$ cat config.mk
export PLATFORM = sky130hd
export DESIGN_NAME = hrca_aligner
export DESIGN_NICKNAME = d
export VERILOG_FILES = /design/src/rtl/hrca_pkg.sv /design/src/rtl/hrca_phase.sv /design/src/rtl/hrca_outreg.sv /design/src/rtl/hrca_aligner.sv
export SDC_FILE = /design/constraint.sdc
export NUM_CORES = 1
export LEC_CHECK = 0
export ABC_AREA = 1
export CORE_UTILIZATION = 25
export CTS_CLUSTER_SIZE = 24
export DETAILED_ROUTE_END_ITERATION = 7
export GPL_TIMING_DRIVEN = 0
export PLACE_DENSITY = 0.53
export SKIP_CTS_REPAIR_TIMING = 1
export SLEW_MARGIN = 20
export SYNTH_ARGS = -nofsm -noshare
export SYNTH_HDL_FRONTEND = slang
export SYNTH_SLANG_ARGS = --single-unit
$ cat constraint.sdc
create_clock -name clk -period 3.35 [get_ports clk]
set_input_delay 0.67 -clock clk [delete_from_list [all_inputs] [get_ports clk]]
set_output_delay 0.67 -clock clk [all_outputs]
set_load 0.005 [all_outputs]
$ cat src/rtl/hrca_pkg.sv
package hrca_pkg;
  localparam int NSLOT = 2;

  typedef enum logic {
    PH_EVEN = 1'b0,
    PH_ODD  = 1'b1
  } phase_e;

  typedef enum logic [2:0] {
    ACT_IDLE,
    ACT_PASS,
    ACT_HOLD,
    ACT_SLIP,
    ACT_EMIT
  } act_e;

  function automatic logic align_armed(input logic half_rate,
                                       input logic frm_en,
                                       input logic frm_mode_off);
    return half_rate & frm_en & ~frm_mode_off;
  endfunction
endpackage

$ cat src/rtl/hrca_phase.sv
module hrca_phase
  import hrca_pkg::*;
#(
  parameter int CHAR_W = 10
) (
  input  logic              clk,
  input  logic              rst_n,
  input  logic              take,
  input  logic              half_rate,
  input  logic              armed,
  input  logic [CHAR_W-1:0] ch,
  input  logic              comma,
  output logic              emit,
  output logic [CHAR_W-1:0] e_char [NSLOT],
  output logic              e_comma [NSLOT]
);
  phase_e            ph_q;
  logic [CHAR_W-1:0] hold_char_q;
  logic              hold_comma_q;
  act_e              act;

  always_comb begin
    act = ACT_IDLE;
    if (take) begin
      if (!half_rate)           act = ACT_PASS;
      else if (ph_q == PH_EVEN) act = ACT_HOLD;
      else if (armed && comma)  act = ACT_SLIP;
      else                      act = ACT_EMIT;
    end
  end

  always_comb begin
    emit       = (act == ACT_PASS) || (act == ACT_EMIT);
    e_char[0]  = ch;
    e_comma[0] = comma;
    e_char[1]  = '0;
    e_comma[1] = 1'b0;
    if (act == ACT_EMIT) begin
      e_char[0]  = hold_char_q;
      e_comma[0] = hold_comma_q;
      e_char[1]  = ch;
      e_comma[1] = comma;
    end
  end

  always_ff @(posedge clk or negedge rst_n) begin
    if (!rst_n) begin
      ph_q         <= PH_EVEN;
      hold_char_q  <= '0;
      hold_comma_q <= 1'b0;
    end else if (!half_rate) begin
      ph_q         <= PH_EVEN;
      hold_comma_q <= 1'b0;
    end else begin
      case (act)
        ACT_HOLD, ACT_SLIP: begin
          ph_q         <= PH_ODD;
          hold_char_q  <= ch;
          hold_comma_q <= comma;
        end
        ACT_EMIT: ph_q <= PH_EVEN;
        default:  ph_q <= ph_q;
      endcase
    end
  end
endmodule

$ cat src/rtl/hrca_outreg.sv
module hrca_outreg
  import hrca_pkg::*;
#(
  parameter int CHAR_W = 10
) (
  input  logic              clk,
  input  logic              rst_n,
  input  logic              load,
  input  logic [CHAR_W-1:0] d_char [NSLOT],
  input  logic              d_comma [NSLOT],
  input  logic              drain,
  output logic              valid,
  output logic [CHAR_W-1:0] q_char [NSLOT],
  output logic              q_comma [NSLOT]
);
  always_ff @(posedge clk or negedge rst_n) begin
    if (!rst_n)     valid <= 1'b0;
    else if (load)  valid <= 1'b1;
    else if (drain) valid <= 1'b0;
  end

  for (genvar s = 0; s < NSLOT; s++) begin : g_slot
    always_ff @(posedge clk or negedge rst_n) begin
      if (!rst_n) begin
        q_char[s]  <= '0;
        q_comma[s] <= 1'b0;
      end else if (load) begin
        q_char[s]  <= d_char[s];
        q_comma[s] <= d_comma[s];
      end
    end
  end
endmodule

$ cat src/rtl/hrca_aligner.sv
module hrca_aligner
  import hrca_pkg::*;
#(
  parameter int CHAR_W = 10
) (
  input  logic              clk,
  input  logic              rst_n,
  input  logic              in_valid,
  output logic              in_ready,
  input  logic [CHAR_W-1:0] in_char,
  input  logic              in_comma,
  input  logic              frm_en,
  input  logic              frm_mode_off,
  input  logic              half_rate,
  output logic              out_valid,
  input  logic              out_ready,
  output logic [CHAR_W-1:0] slot0_char,
  output logic              slot0_comma,
  output logic [CHAR_W-1:0] slot1_char,
  output logic              slot1_comma
);
  logic              take;
  logic              armed;
  logic              emit;
  logic [CHAR_W-1:0] e_char  [NSLOT];
  logic              e_comma [NSLOT];
  logic [CHAR_W-1:0] q_char  [NSLOT];
  logic              q_comma [NSLOT];

  assign in_ready = !out_valid || out_ready;
  assign take     = in_valid && in_ready;
  assign armed    = align_armed(half_rate, frm_en, frm_mode_off);

  hrca_phase #(.CHAR_W(CHAR_W)) i_phase (
    .clk(clk), .rst_n(rst_n), .take(take), .half_rate(half_rate),
    .armed(armed), .ch(in_char), .comma(in_comma),
    .emit(emit), .e_char(e_char), .e_comma(e_comma)
  );

  hrca_outreg #(.CHAR_W(CHAR_W)) i_outreg (
    .clk(clk), .rst_n(rst_n), .load(emit), .d_char(e_char),
    .d_comma(e_comma), .drain(out_ready), .valid(out_valid),
    .q_char(q_char), .q_comma(q_comma)
  );

  assign slot0_char  = q_char[0];
  assign slot0_comma = q_comma[0];
  assign slot1_char  = q_char[1];
  assign slot1_comma = q_comma[1];
endmodule

# Yosys cells after proc, flatten, opt, wreduce, memory -nomap -nowiden
# Cells that the tools add are included.
# op_classes
eq_ne,6
mux,12
n_bitwise,3
n_reduce_logical,8
# op_table
operator,count
$mux W20,1
$mux W3,4
$eq A3 B2 Y1 const B,2
$mux W1,5
$eq A3 B1 Y1 const B,1
$eq A3 B3 Y1 const B,1
$ne A3 B1 Y1 const B,1
$and A1 B1 Y1,2
$logic_and A1 B1 Y1,2
$logic_or A1 B1 Y1,2
$mux W2,1
$ne A2 B1 Y1 const B,1
$pmux W1 S2,1
$reduce_and A2 Y1,1
$reduce_bool A2 Y1,1
$reduce_or A2 Y1,1
$logic_not A1 Y1,1
$not A1 Y1,1
# word_totals
register_bits,35
inputBits,18
elab_cells,37

# Logic depth before layout (Yosys ltp)
# logic_depth
ltp_word,11
mapped_depth,10
mapped_depth_nobuf,9

# By module
# Synthesis repeated with hierarchy kept, for this count alone.
# unflattened
hier_cells,224
hier_area_um2,1666.6
# by_module_without_submodules
mod,n_inst,cells_per_inst,area_per_inst_um2,seq_area_each_um2
hrca_outreg,1,97,875.8,575.6
hrca_phase,1,121,763.2,300.3
hrca_aligner,1,6,27.5,0.0

# Least setup slack after synthesis
# Ideal clock, no wire load.
# synth_timing
kind,input to register
from,input in_comma
to,register i_outreg.q_char[10] (netlist name)
t_arrival_ns,1.368
required_time_ns,3.234
path_slack_ns,1.866
cell_stages,10
n_path_buf,1
cell_sequence,inv_1 -> nor2_1 -> nand2_2 -> nand2_1 -> nand2_1 -> nand2_2 -> inv_2 -> buf_6 -> nand2_1 -> nand2_1
# synth_between
elab_chain_len,7
# synth_rtl
element,line_no,rtl
"start, declared",hrca_aligner.sv:11,"input logic in_comma,"
$logic_and A1 B1 Y1 (*),hrca_phase.sv:27,else if (armed && comma) act = ACT_SLIP;
$mux W3 (*),hrca_phase.sv:27,
$mux W3 (*),hrca_phase.sv:26,else if (ph_q == PH_EVEN) act = ACT_HOLD;
$mux W3 (*),hrca_phase.sv:25,if (!half_rate) act = ACT_PASS;
$mux W3 (*),hrca_phase.sv:24,if (take) begin
$eq A3 B3 Y1 / $eq A3 B1 Y1 (equally long branches),"hrca_phase.sv:33, hrca_phase.sv:38",
$mux W20 / $logic_or A1 B1 Y1 (equally long branches),"hrca_phase.sv:38, hrca_phase.sv:33",
"end signal, assigned by index",hrca_outreg.sv:28,q_char[s] <= d_char[s];
"end, declared",hrca_outreg.sv:13,"output logic [CHAR_W-1:0] q_char [NSLOT],"
# Every way passes the cells marked *; elsewhere a longest branch is shown, timed or not.
# A chain may end at the register's enable or synchronous reset.

# Worst setup path after layout
# layout_timing
from,input out_ready
to,output in_ready
# layout_between
elab_chain_len,1
# layout_rtl
element,line_no,rtl
"start, declared",hrca_aligner.sv:16,"input logic out_ready,"
$logic_or A1 B1 Y1,hrca_aligner.sv:30,assign in_ready = !out_valid || out_ready;
"end, declared",hrca_aligner.sv:9,"output logic in_ready,"
# Every way passes these cells.

==> results.json <==
{
  "die_x_um": 80.1,
  "finalSetupViolCount": 0,
  "grt_pass1_wl_mm": 6.60,
  "syn_to_final_growth_pct": 40.6,
  "place_ws_ns": 0.894,
  "final.setup.worst_slack_ns": 0.902,
  "grt_usage": 0.138,
  "drt-wirelength-per-cell_um": 12.1,
  "finClkSkew_ns": 0.00319,
  "worstSetupPathType": "in2out",
  "ant_nets": 0,
  "crit_path_start_kind": "primary input",
  "powerDensity_nw_per_um2": 537,
  "overflow": 0,
  "floorplan.core_area_um2": 5890,
  "placed_area_um2": 2040,
  "finalNetCount": 253,
  "ys_seq_area_frac": 0.575,
  "design_area_um2": 2140,
  "slew-limit-headroom": 0.697,
  "dp_hpwl_mm": 2.75,
  "worstRegToRegCells": 7,
  "antenna_found_initial": 0,
  "fin_tns_setup_ns": 0,
  "final_common_cell": "nand2_1",
  "synth_cell_types": 16,
  "clock_sinks": 35,
  "grt_max_degree": 27,
  "postSynthAreaPerCell_um2": 8.19,
  "rsz0062_at_grt": "false",
  "vias": 1324,
  "dieArea_um2": 6410,
  "syn_inst": 186,
  "max_freq_ghz": 0.408,
  "layout_common_cells": "nand2_1 (84), clkdlybuf4s50_1 (40), dfrtp_1 (35)",
  "synth_nets": 204,
  "grt_pass1_vias": 1390,
  "numCtsBuffers": 5,
  "wirelength_mm": 3.77,
  "clk_pin_slew_ns": 0.07,
  "rows": 28,
  "synth.cell_area_um2": 1520,
  "yosysWarnings": 0,
  "drt_iter0_markers": 110,
  "hold_viol": 0,
  "layout_min_cycle_time_ns": 2.45,
  "p_leak_uw": 0.00108,
  "fillers": 641,
  "status": "completed",
  "ir_worst_vdd_mv": 0.265,
  "firstDrtPassIters": 4,
  "clockBufferDepth": 2,
  "critical_path_arrival_ns": 1.78,
  "final.period_utilization": 0.731,
  "cp_max_fo": 3,
  "cp-end-kind": "primary output",
  "die_y_um": 80.1,
  "place_congestion": 0.780,
  "fin_util": 0.364,
  "route.detailed.drc": 0,
  "cts_tree": "yes",
  "antenna_cells": 0,
  "slew_violations": 0,
  "drive_above_1_share": 0.0890,
  "ioPinCount": 42,
  "cts-root-buf": "clkbuf_8",
  "via_per_inst": 4.26,
  "synth-seq-cells": 35,
  "hp-class": "in2async",
  "critical_path_required_ns": 2.68,
  "tightest_slew_ns": 0.454,
  "maxCapViolations": 0,
  "io_buffers": 41,
  "start_util": 0.259,
  "cts-htree-levels": 2,
  "clk_latency_ns": 0.28
}
-- synth_stat cells, drive strengths merged --
| master | instances | share of area |
|---|---|---|
| dfrtp | 35 | 0.57 |
| a21boi | 1 | 0.0049 |
| a21oi | 1 | 0.0057 |
| nor2 | 3 | 0.0074 |
| buf | 6 | 0.029 |
| nand2 | 86 | 0.22 |
| clkbuf | 3 | 0.0090 |
| inv | 16 | 0.039 |
| o21ai | 22 | 0.072 |
| nand3 | 13 | 0.043 |
-- final cells by class --
type / count / area, um2 / share of cell area
Multi-Input combinational cell: 126 / 531 / 0.248
Clock buffer: 8 / 100 / 0.0467
Timing Repair Buffer: 42 / 425 / 0.198
Buffer: 9 / 57.6 / 0.0269
Inverter: 16 / 60.1 / 0.0280
Sequential cell: 35 / 876 / 0.409
Tap cell: 75 / 93.8 / 0.0438
-- cells by family (layout without fill, tap and decap cells) --
family	Yosys count	in the layout	synth area share
AO/OA/AOI/OAI	24	24	0.0829
flip-flops	35	35	0.575
AND/OR/NAND/NOR	102	102	0.265
buffers and inverters	25	75	0.0772
-- through the flow --
| step | std cells | hold slack, ns | total power [uW] |
|---|---|---|---|
| after global routing | 311 | 0.253 | 1240 |
| after global placement | 302 | 0.467 | 826 |
| final | 311 | 0.249 | 1150 |
| after floorplan | 186 | 0.374 | 665 |
| after detailed placement | 303 | 0.470 | 833 |
| after CTS | 311 | 0.250 | 1180 |
-- final timing paths --
kind                                     start                  end  slack, ns
setup reg to reg                i_outreg.valid  i_outreg.q_char[17]       1.97
min in group clk           i_outreg.q_comma[1]  i_outreg.q_comma[1]       0.48
hold / removal                           rst_n  i_outreg.q_char[13]       0.25
hold reg to reg            i_outreg.q_comma[1]  i_outreg.q_comma[1]       0.48
max in group asynchronous                rst_n  i_outreg.q_char[18]       2.68
setup / recovery                     out_ready             in_ready       0.90
-- report_power, final --
part,switching (uW),internal [uW]
Clock,146,188
Sequential,42.2,505
Combinational,118,153
-- registers in the layout, summed over array words and instances (netlist names) --
register,cells
i_outreg.q_char,20
i_phase.hold_char_q,10
i_outreg.q_comma,2
i_outreg.valid,1
i_phase.hold_comma_q,1
i_phase.ph_q,1
-- critical path: stages --
cell,delay [ns]
clkdlybuf4s50_1,0.46
inv_1,0.05
nand2_1,0.10
clkdlybuf4s50_1,0.51
-- layer usage --
layer	routed length (um)	share of wire	vias up	GRT usage
met2	1740	0.46	42	0.218
met5	0	0	-	0
li1	-	-	673	-
met4	23	0.0061	0	0.0446
met1	1780	0.47	607	0.179
met3	226	0.060	2	0.0432
Note: power is estimated with default switching activity, not from simulation.
